===== src/rtl/atom_pkg.sv =====
package atom_pkg;
  localparam int BYTE_W = 8;
  typedef logic [BYTE_W-1:0] byte_t;
endpackage


===== src/rtl/atom_rdpath.sv =====
module atom_rdpath
  import atom_pkg::*;
#(
  parameter int NBYTES = 4,
  parameter int ADDR_W = 3
) (
  input  logic                     clk,
  input  logic                     rst_n,
  input  logic [ADDR_W-1:0]        bus_addr,
  input  logic                     bus_rd,
  input  logic [NBYTES*BYTE_W-1:0] reg_q,
  output byte_t                    bus_rdata
);
  localparam int W  = NBYTES * BYTE_W;
  localparam int SW = W - BYTE_W;

  logic [SW-1:0] shadow_q;
  byte_t         rdata_q;
  byte_t         rd_next;
  logic          rd_low;

  assign rd_low = bus_rd && (bus_addr == '0);

  always_comb begin
    rd_next = '0;
    if (bus_addr == '0) begin
      rd_next = reg_q[BYTE_W-1:0];
    end else begin
      for (int k = 1; k < NBYTES; k++) begin
        if (bus_addr == ADDR_W'(k)) rd_next = shadow_q[(k-1)*BYTE_W +: BYTE_W];
      end
    end
  end

  always_ff @(posedge clk) begin
    if (!rst_n) begin
      rdata_q  <= '0;
      shadow_q <= '0;
    end else begin
      if (bus_rd) rdata_q <= rd_next;
      if (rd_low) shadow_q <= reg_q[W-1:BYTE_W];
    end
  end

  assign bus_rdata = rdata_q;

  AST_RD_LOW_LIVE: assert property (@(posedge clk) disable iff (!rst_n)
    rd_low |=> bus_rdata == $past(reg_q[BYTE_W-1:0]));
  AST_RDATA_HOLD: assert property (@(posedge clk) disable iff (!rst_n)
    !bus_rd |=> $stable(bus_rdata));
  AST_SNAPSHOT_TAKE: assert property (@(posedge clk) disable iff (!rst_n)
    rd_low |=> shadow_q == $past(reg_q[W-1:BYTE_W]));
  AST_SNAPSHOT_HOLD: assert property (@(posedge clk) disable iff (!rst_n)
    !rd_low |=> $stable(shadow_q));
endmodule


===== src/rtl/atom_wrpath.sv =====
module atom_wrpath
  import atom_pkg::*;
#(
  parameter int NBYTES = 4,
  parameter int ADDR_W = 3
) (
  input  logic                     clk,
  input  logic                     rst_n,
  input  logic [ADDR_W-1:0]        bus_addr,
  input  logic                     bus_wr,
  input  byte_t                    bus_wdata,
  output logic [NBYTES*BYTE_W-1:0] reg_d,
  output logic                     reg_we
);
  localparam int W  = NBYTES * BYTE_W;
  localparam int SW = W - BYTE_W;
  localparam logic [ADDR_W-1:0] TOP = ADDR_W'(NBYTES - 1);

  logic [SW-1:0] stage_q;
  logic          wr_stage;

  assign wr_stage = bus_wr && (bus_addr < TOP);

  always_ff @(posedge clk) begin
    if (!rst_n) begin
      stage_q <= '0;
    end else begin
      for (int k = 0; k < NBYTES - 1; k++) begin
        if (bus_wr && bus_addr == ADDR_W'(k)) stage_q[k*BYTE_W +: BYTE_W] <= bus_wdata;
      end
    end
  end

  assign reg_we = bus_wr && (bus_addr == TOP);
  assign reg_d  = {bus_wdata, stage_q};

  AST_STAGE_HOLD: assert property (@(posedge clk) disable iff (!rst_n)
    !wr_stage |=> $stable(stage_q));
  AST_STAGE_NO_COMMIT: assert property (@(posedge clk) disable iff (!rst_n)
    wr_stage |-> !reg_we);
  AST_COMMIT_LOW_FROM_STAGE: assert property (@(posedge clk) disable iff (!rst_n)
    (reg_we && $past(!wr_stage)) |-> reg_d[SW-1:0] == $past(reg_d[SW-1:0]));
endmodule


===== src/rtl/atom_inhibit.sv =====
module atom_inhibit #(
  parameter int INH_CYCLES = 4
) (
  input  logic clk,
  input  logic rst_n,
  input  logic arm,
  output logic inhibit
);
  localparam int CW = $clog2(INH_CYCLES + 1);

  logic [CW-1:0] cnt_q;

  always_ff @(posedge clk) begin
    if (!rst_n)            cnt_q <= '0;
    else if (arm)          cnt_q <= CW'(INH_CYCLES);
    else if (cnt_q != '0)  cnt_q <= cnt_q - CW'(1);
  end

  assign inhibit = (cnt_q != '0);

  AST_INH_LOAD: assert property (@(posedge clk) disable iff (!rst_n)
    arm |=> cnt_q == CW'(INH_CYCLES));
  AST_INH_STEP: assert property (@(posedge clk) disable iff (!rst_n)
    (!arm && cnt_q != '0) |=> cnt_q == $past(cnt_q) - CW'(1));
  AST_INH_IDLE: assert property (@(posedge clk) disable iff (!rst_n)
    (!arm && cnt_q == '0) |=> !inhibit);
endmodule


===== src/rtl/atom_mbreg.sv =====
module atom_mbreg
  import atom_pkg::*;
#(
  parameter int NBYTES     = 4,
  parameter int ADDR_W     = 3,
  parameter bit SP_MODE    = 1'b1,
  parameter int INH_CYCLES = 4
) (
  input  logic                     clk,
  input  logic                     rst_n,
  input  logic [ADDR_W-1:0]        bus_addr,
  input  logic                     bus_rd,
  input  logic                     bus_wr,
  input  logic [7:0]               bus_wdata,
  output logic [7:0]               bus_rdata,
  input  logic [NBYTES*8-1:0]      reg_q,
  output logic [NBYTES*8-1:0]      reg_d,
  output logic                     reg_we,
  output logic                     irq_inhibit
);
  localparam int W = NBYTES * BYTE_W;

  atom_rdpath #(.NBYTES(NBYTES), .ADDR_W(ADDR_W)) u_rd (
    .clk(clk), .rst_n(rst_n), .bus_addr(bus_addr), .bus_rd(bus_rd),
    .reg_q(reg_q), .bus_rdata(bus_rdata)
  );

  atom_wrpath #(.NBYTES(NBYTES), .ADDR_W(ADDR_W)) u_wr (
    .clk(clk), .rst_n(rst_n), .bus_addr(bus_addr), .bus_wr(bus_wr),
    .bus_wdata(bus_wdata), .reg_d(reg_d), .reg_we(reg_we)
  );

  generate
    if (SP_MODE) begin : g_sp
      atom_inhibit #(.INH_CYCLES(INH_CYCLES)) u_inh (
        .clk(clk), .rst_n(rst_n),
        .arm(bus_wr && bus_addr == '0),
        .inhibit(irq_inhibit)
      );
    end else begin : g_plain
      assign irq_inhibit = 1'b0;
    end
  endgenerate

  initial begin
    if (NBYTES < 2 || NBYTES > 4) $error("NBYTES must be 2..4");
    if ((1 << ADDR_W) < NBYTES) $error("ADDR_W too small");
  end

  AST_WE_ONLY_TOP: assert property (@(posedge clk) disable iff (!rst_n)
    reg_we |-> (bus_wr && bus_addr == ADDR_W'(NBYTES - 1)));
  AST_TOP_BYTE_IS_WDATA: assert property (@(posedge clk) disable iff (!rst_n)
    reg_we |-> reg_d[W-1:W-BYTE_W] == bus_wdata);
  AST_RESET_QUIET: assert property (@(posedge clk)
    !rst_n |=> (bus_rdata == '0 && !irq_inhibit));
endmodule


===== config.mk =====
export PLATFORM = sky130hd
export DESIGN_NAME = atom_mbreg
export DESIGN_NICKNAME = d
export VERILOG_FILES = /design/src/rtl/atom_pkg.sv /design/src/rtl/atom_rdpath.sv /design/src/rtl/atom_wrpath.sv /design/src/rtl/atom_inhibit.sv /design/src/rtl/atom_mbreg.sv
export SDC_FILE = /design/constraint.sdc
export NUM_CORES = 1
export LEC_CHECK = 0
export ABC_AREA = 1
export BUFFER_PORTS_ARGS = -buffer_cell sky130_fd_sc_hd__clkbuf_2
export CAP_MARGIN = 20
export CORE_MARGIN = 10
export CORE_UTILIZATION = 53
export DETAILED_ROUTE_END_ITERATION = 10
export PLACE_DENSITY = 0.84
export SETUP_SLACK_MARGIN = 0.02
export SYNTH_ARGS = -nofsm -noshare
export SYNTH_HDL_FRONTEND = slang
export SYNTH_SLANG_ARGS = --single-unit

===== constraint.sdc =====
create_clock -name clk -period 3.55 [get_ports clk]
set_clock_uncertainty 0.05 [all_clocks]
set_input_delay 0.8875 -clock clk [delete_from_list [all_inputs] [get_ports clk]]
set_output_delay 0.8875 -clock clk [all_outputs]
set_load 0.05 [all_outputs]

==> results.md <==
* Worst-skew pair later-pin latency at 0.34 ns
* Worst ir drop on vdd at 0.2871 mV
* Hold Startpoint: u_wr.stage_q[12]
* Placer Congestion at 0.8062
* WP data required at 2.61 ns
* CTS root buffer: clkbuf_8
* Area of the multi-input gates at 1134 sq um
* H-tree depth at 3
* Clock share of power at 0.424
* Unrepaired setup endpoints after global routing: no
* Vias in the first global route at 2,540
* TritonCTS Sinks at 59
* Chip width at 90.01 microns
* Drt via density at 5.046
* Critical R2R Launch: g_sp.u_inh.cnt_q[0]
* PD cells at 546.8 nW/um^2
* Synthesis-stage register bit count at 59
* Cts hold-fix bufs at 0
* Fill cells at 410
* Core box area at 4723 sq um
* Flop pwr share at 0.404
* # IOs at 89
* Post-synth EDFFs at 0
* Max FO, Critical Path at 19
* CTS Buf Count at 9
* Max frequency at 0.3301 GHz
* Net switching power at 491.3 uW
* Worst setup endpoint: reg_we
* Area contributors post-synth: dfxtp_1 45%, nand2_1 8.5%, a21oi_1 8.1%, nand3_1 6.2%, nor2_1 5.9%
* Final ANT Viol Nets at 0
* Worst Setup End Kind: output pin
* Crit share post-route at 0.8535
* Slew Limit Headroom at 0.7151
* Leakage at 0.001458 uW
* Postcts setup bufs at 0
* Synth Cell Area at 2597 sq um
* Status: complete, no violations
* Core Rows at 25
* DP Worst Slack at 0.5646 ns
* Drt pass-1 iters at 4
* Seq/Total Area, Yosys at 0.4547
* Die extent in y at 90.01 microns
* R2r worst-path depth at 5
* DR DRC count at 0
* Final hold vios at 0
* Final min period at 3.030 ns
* Sw frac at 0.2800
* DR WL/cell at 14.17 microns
* Ys async rst share at 0
* Final Worst Setup Slack at 0.5202 ns
* Syn Nets at 402
* PostCTS Resize Cnt at 0
* Ant. Diodes at 0
* Syn_area_per_cell at 7.379 sq um
* Setup_tns at 0 ns
* P&R area growth vs syn at 23.55%
* DIE AREA at 8101 sq um
* Synth area leader: dfxtp_1
* R2r setup slk at 2.19 ns
* CP startpoint: bus_addr[0]
* Primary FF master, synth: dfxtp_1
* Share of cells above drive strength 1 at 0.2691
* Setup crit start kind: input pin
* GR Util All Layers at 0.1765
* Worst hold path type: reg2reg
* Initial antenna violation count at 0
* GR Overflow Total at 0
* Crit path kind: in2out
* Nets at 476
* Int Pwr at 1264 uW
* Post-synth top cells: 59 x dfxtp_1, 59 x nand2_1, 42 x a21oi_1, 41 x nor2_1, 32 x nand3_1
* Via count at 2,513
* Clock Path Buffers at 2
* FF+latch area at 1181 sq um
* Worst reg2reg path endpoint: g_sp.u_inh.cnt_q[0]
* Setup violators final at 0
* CTS tree: built
* Placed Area at 2968 sq um
* IO Port Bufs at 88
* Fin. max-slew vios at 0
* Fin area at 3209 sq um
* Initial Utilization at 0.5499
* Comb pwr share at 0.172
* WL final at 7057 microns
* Drt first-iter violations at 113
* Least-Margin Pin Slew at 0.4264 ns
* Post-DP HPWL at 5123 microns
* Synth top area share at 0.4547
* Yosys warning total at 0
* Hold WS at 0.3966 ns
* Arrival @ worst endpoint at 2.09 ns
* Largest net degree at the start of global routing at 36
* Cell count after synthesis at 352
* Max-cap violations at 0
* Clk slew on worst S/H paths at 0.07 ns
* First-pass GRT wire length at 11,760 microns
* Cell variety after synth at 23
[flip-flops by register name (all words and copies together), names as in the netlist]
register	count
u_wr.stage_q	24
g_sp.u_inh.cnt_q	3
u_rd.shadow_q	24
u_rd.bus_rdata	8
[routing by layer]
| layer | up-vias | part of all wire | wire [microns] | global-route usage |
|---|---|---|---|---|
| met4 | 0 | 0.029 | 207 | 0.09151 |
| li1 | 1298 | - | - | - |
| met5 | - | 0 | 0 | 0 |
| met2 | 95 | 0.49 | 3448 | 0.3021 |
| met3 | 22 | 0.073 | 515 | 0.06983 |
| met1 | 1098 | 0.41 | 2886 | 0.1827 |
[layout make-up]
| class | count | share of cell area |
|---|---|---|
| Clock buffer | 11 | 0.04405 |
| Multi-Input combinational cell | 237 | 0.3532 |
| Inverter | 29 | 0.03548 |
| Sequential cell | 59 | 0.3680 |
| Timing Repair Buffer | 90 | 0.1419 |
| Clock inverter | 5 | 0.03119 |
| Tap cell | 67 | 0.02612 |
[critical path: stages]
cell and delay [ns]:
clkbuf_2 0.32, nand2_1 0.27, nor3_1 0.27, clkbuf_2 0.34
[metrics by stage]
stage | utilization | total power, uW | cells
floorplan | - | 950.0 | 352
global placement | 0.6283 | 1014 | 482
detailed placement | 0.6283 | 1023 | 482
CTS | 0.6795 | 1765 | 498
global route | 0.6795 | 1831 | 498
finish | 0.6795 | 1755 | 498
[power groups by stage]
stage                     combinational, uW  sequential (uW)  clock [uW]
after CTS                               304              709         752
after detailed placement                300              723           0
final                                   301              709         745
after floorplan                         185              765           0
after global placement                  292              722           0
after global routing                    336              712         783
[placed cells by master, fill, tap and decap left out, types with 2 or more instances in the layout]
master / n
o21ai_1: 4
nand3_2: 2
clkbuf_8: 10
nor3_1: 11
a21oi_1: 42
inv_4: 2
inv_2: 2
inv_1: 24
o21ai_0: 29
clkinv_2: 2
nand3_1: 32
nor2_1: 41
dfxtp_1: 59
nand2_1: 59
bufinv_16: 3
clkbuf_2: 88
nand4_1: 8
buf_4: 2
nand2_4: 2
ha_1: 3
nor2_4: 2
[worst min-delay path by stage]
stage / to / cells past startpoint
6_report: u_wr.stage_q[12] / 2
5_1_grt: u_wr.stage_q[12] / 2
4_1_cts: u_wr.stage_q[12] / 2
3_5_place_dp: u_wr.stage_q[12] / 2
3_3_place_gp: u_wr.stage_q[13] / 2
2_1_floorplan: u_rd.shadow_q[10] / 2
[cells by family after synthesis]
family | synth area share
AO/OA/AOI/OAI | 0.1445
XOR/XNOR | 0.003372
adder cells (fa/ha/maj) | 0.01445
buffers and inverters | 0.1089
flip-flops | 0.4547
AND/OR/NAND/NOR | 0.2741
(Power assumes the default switching activity.)
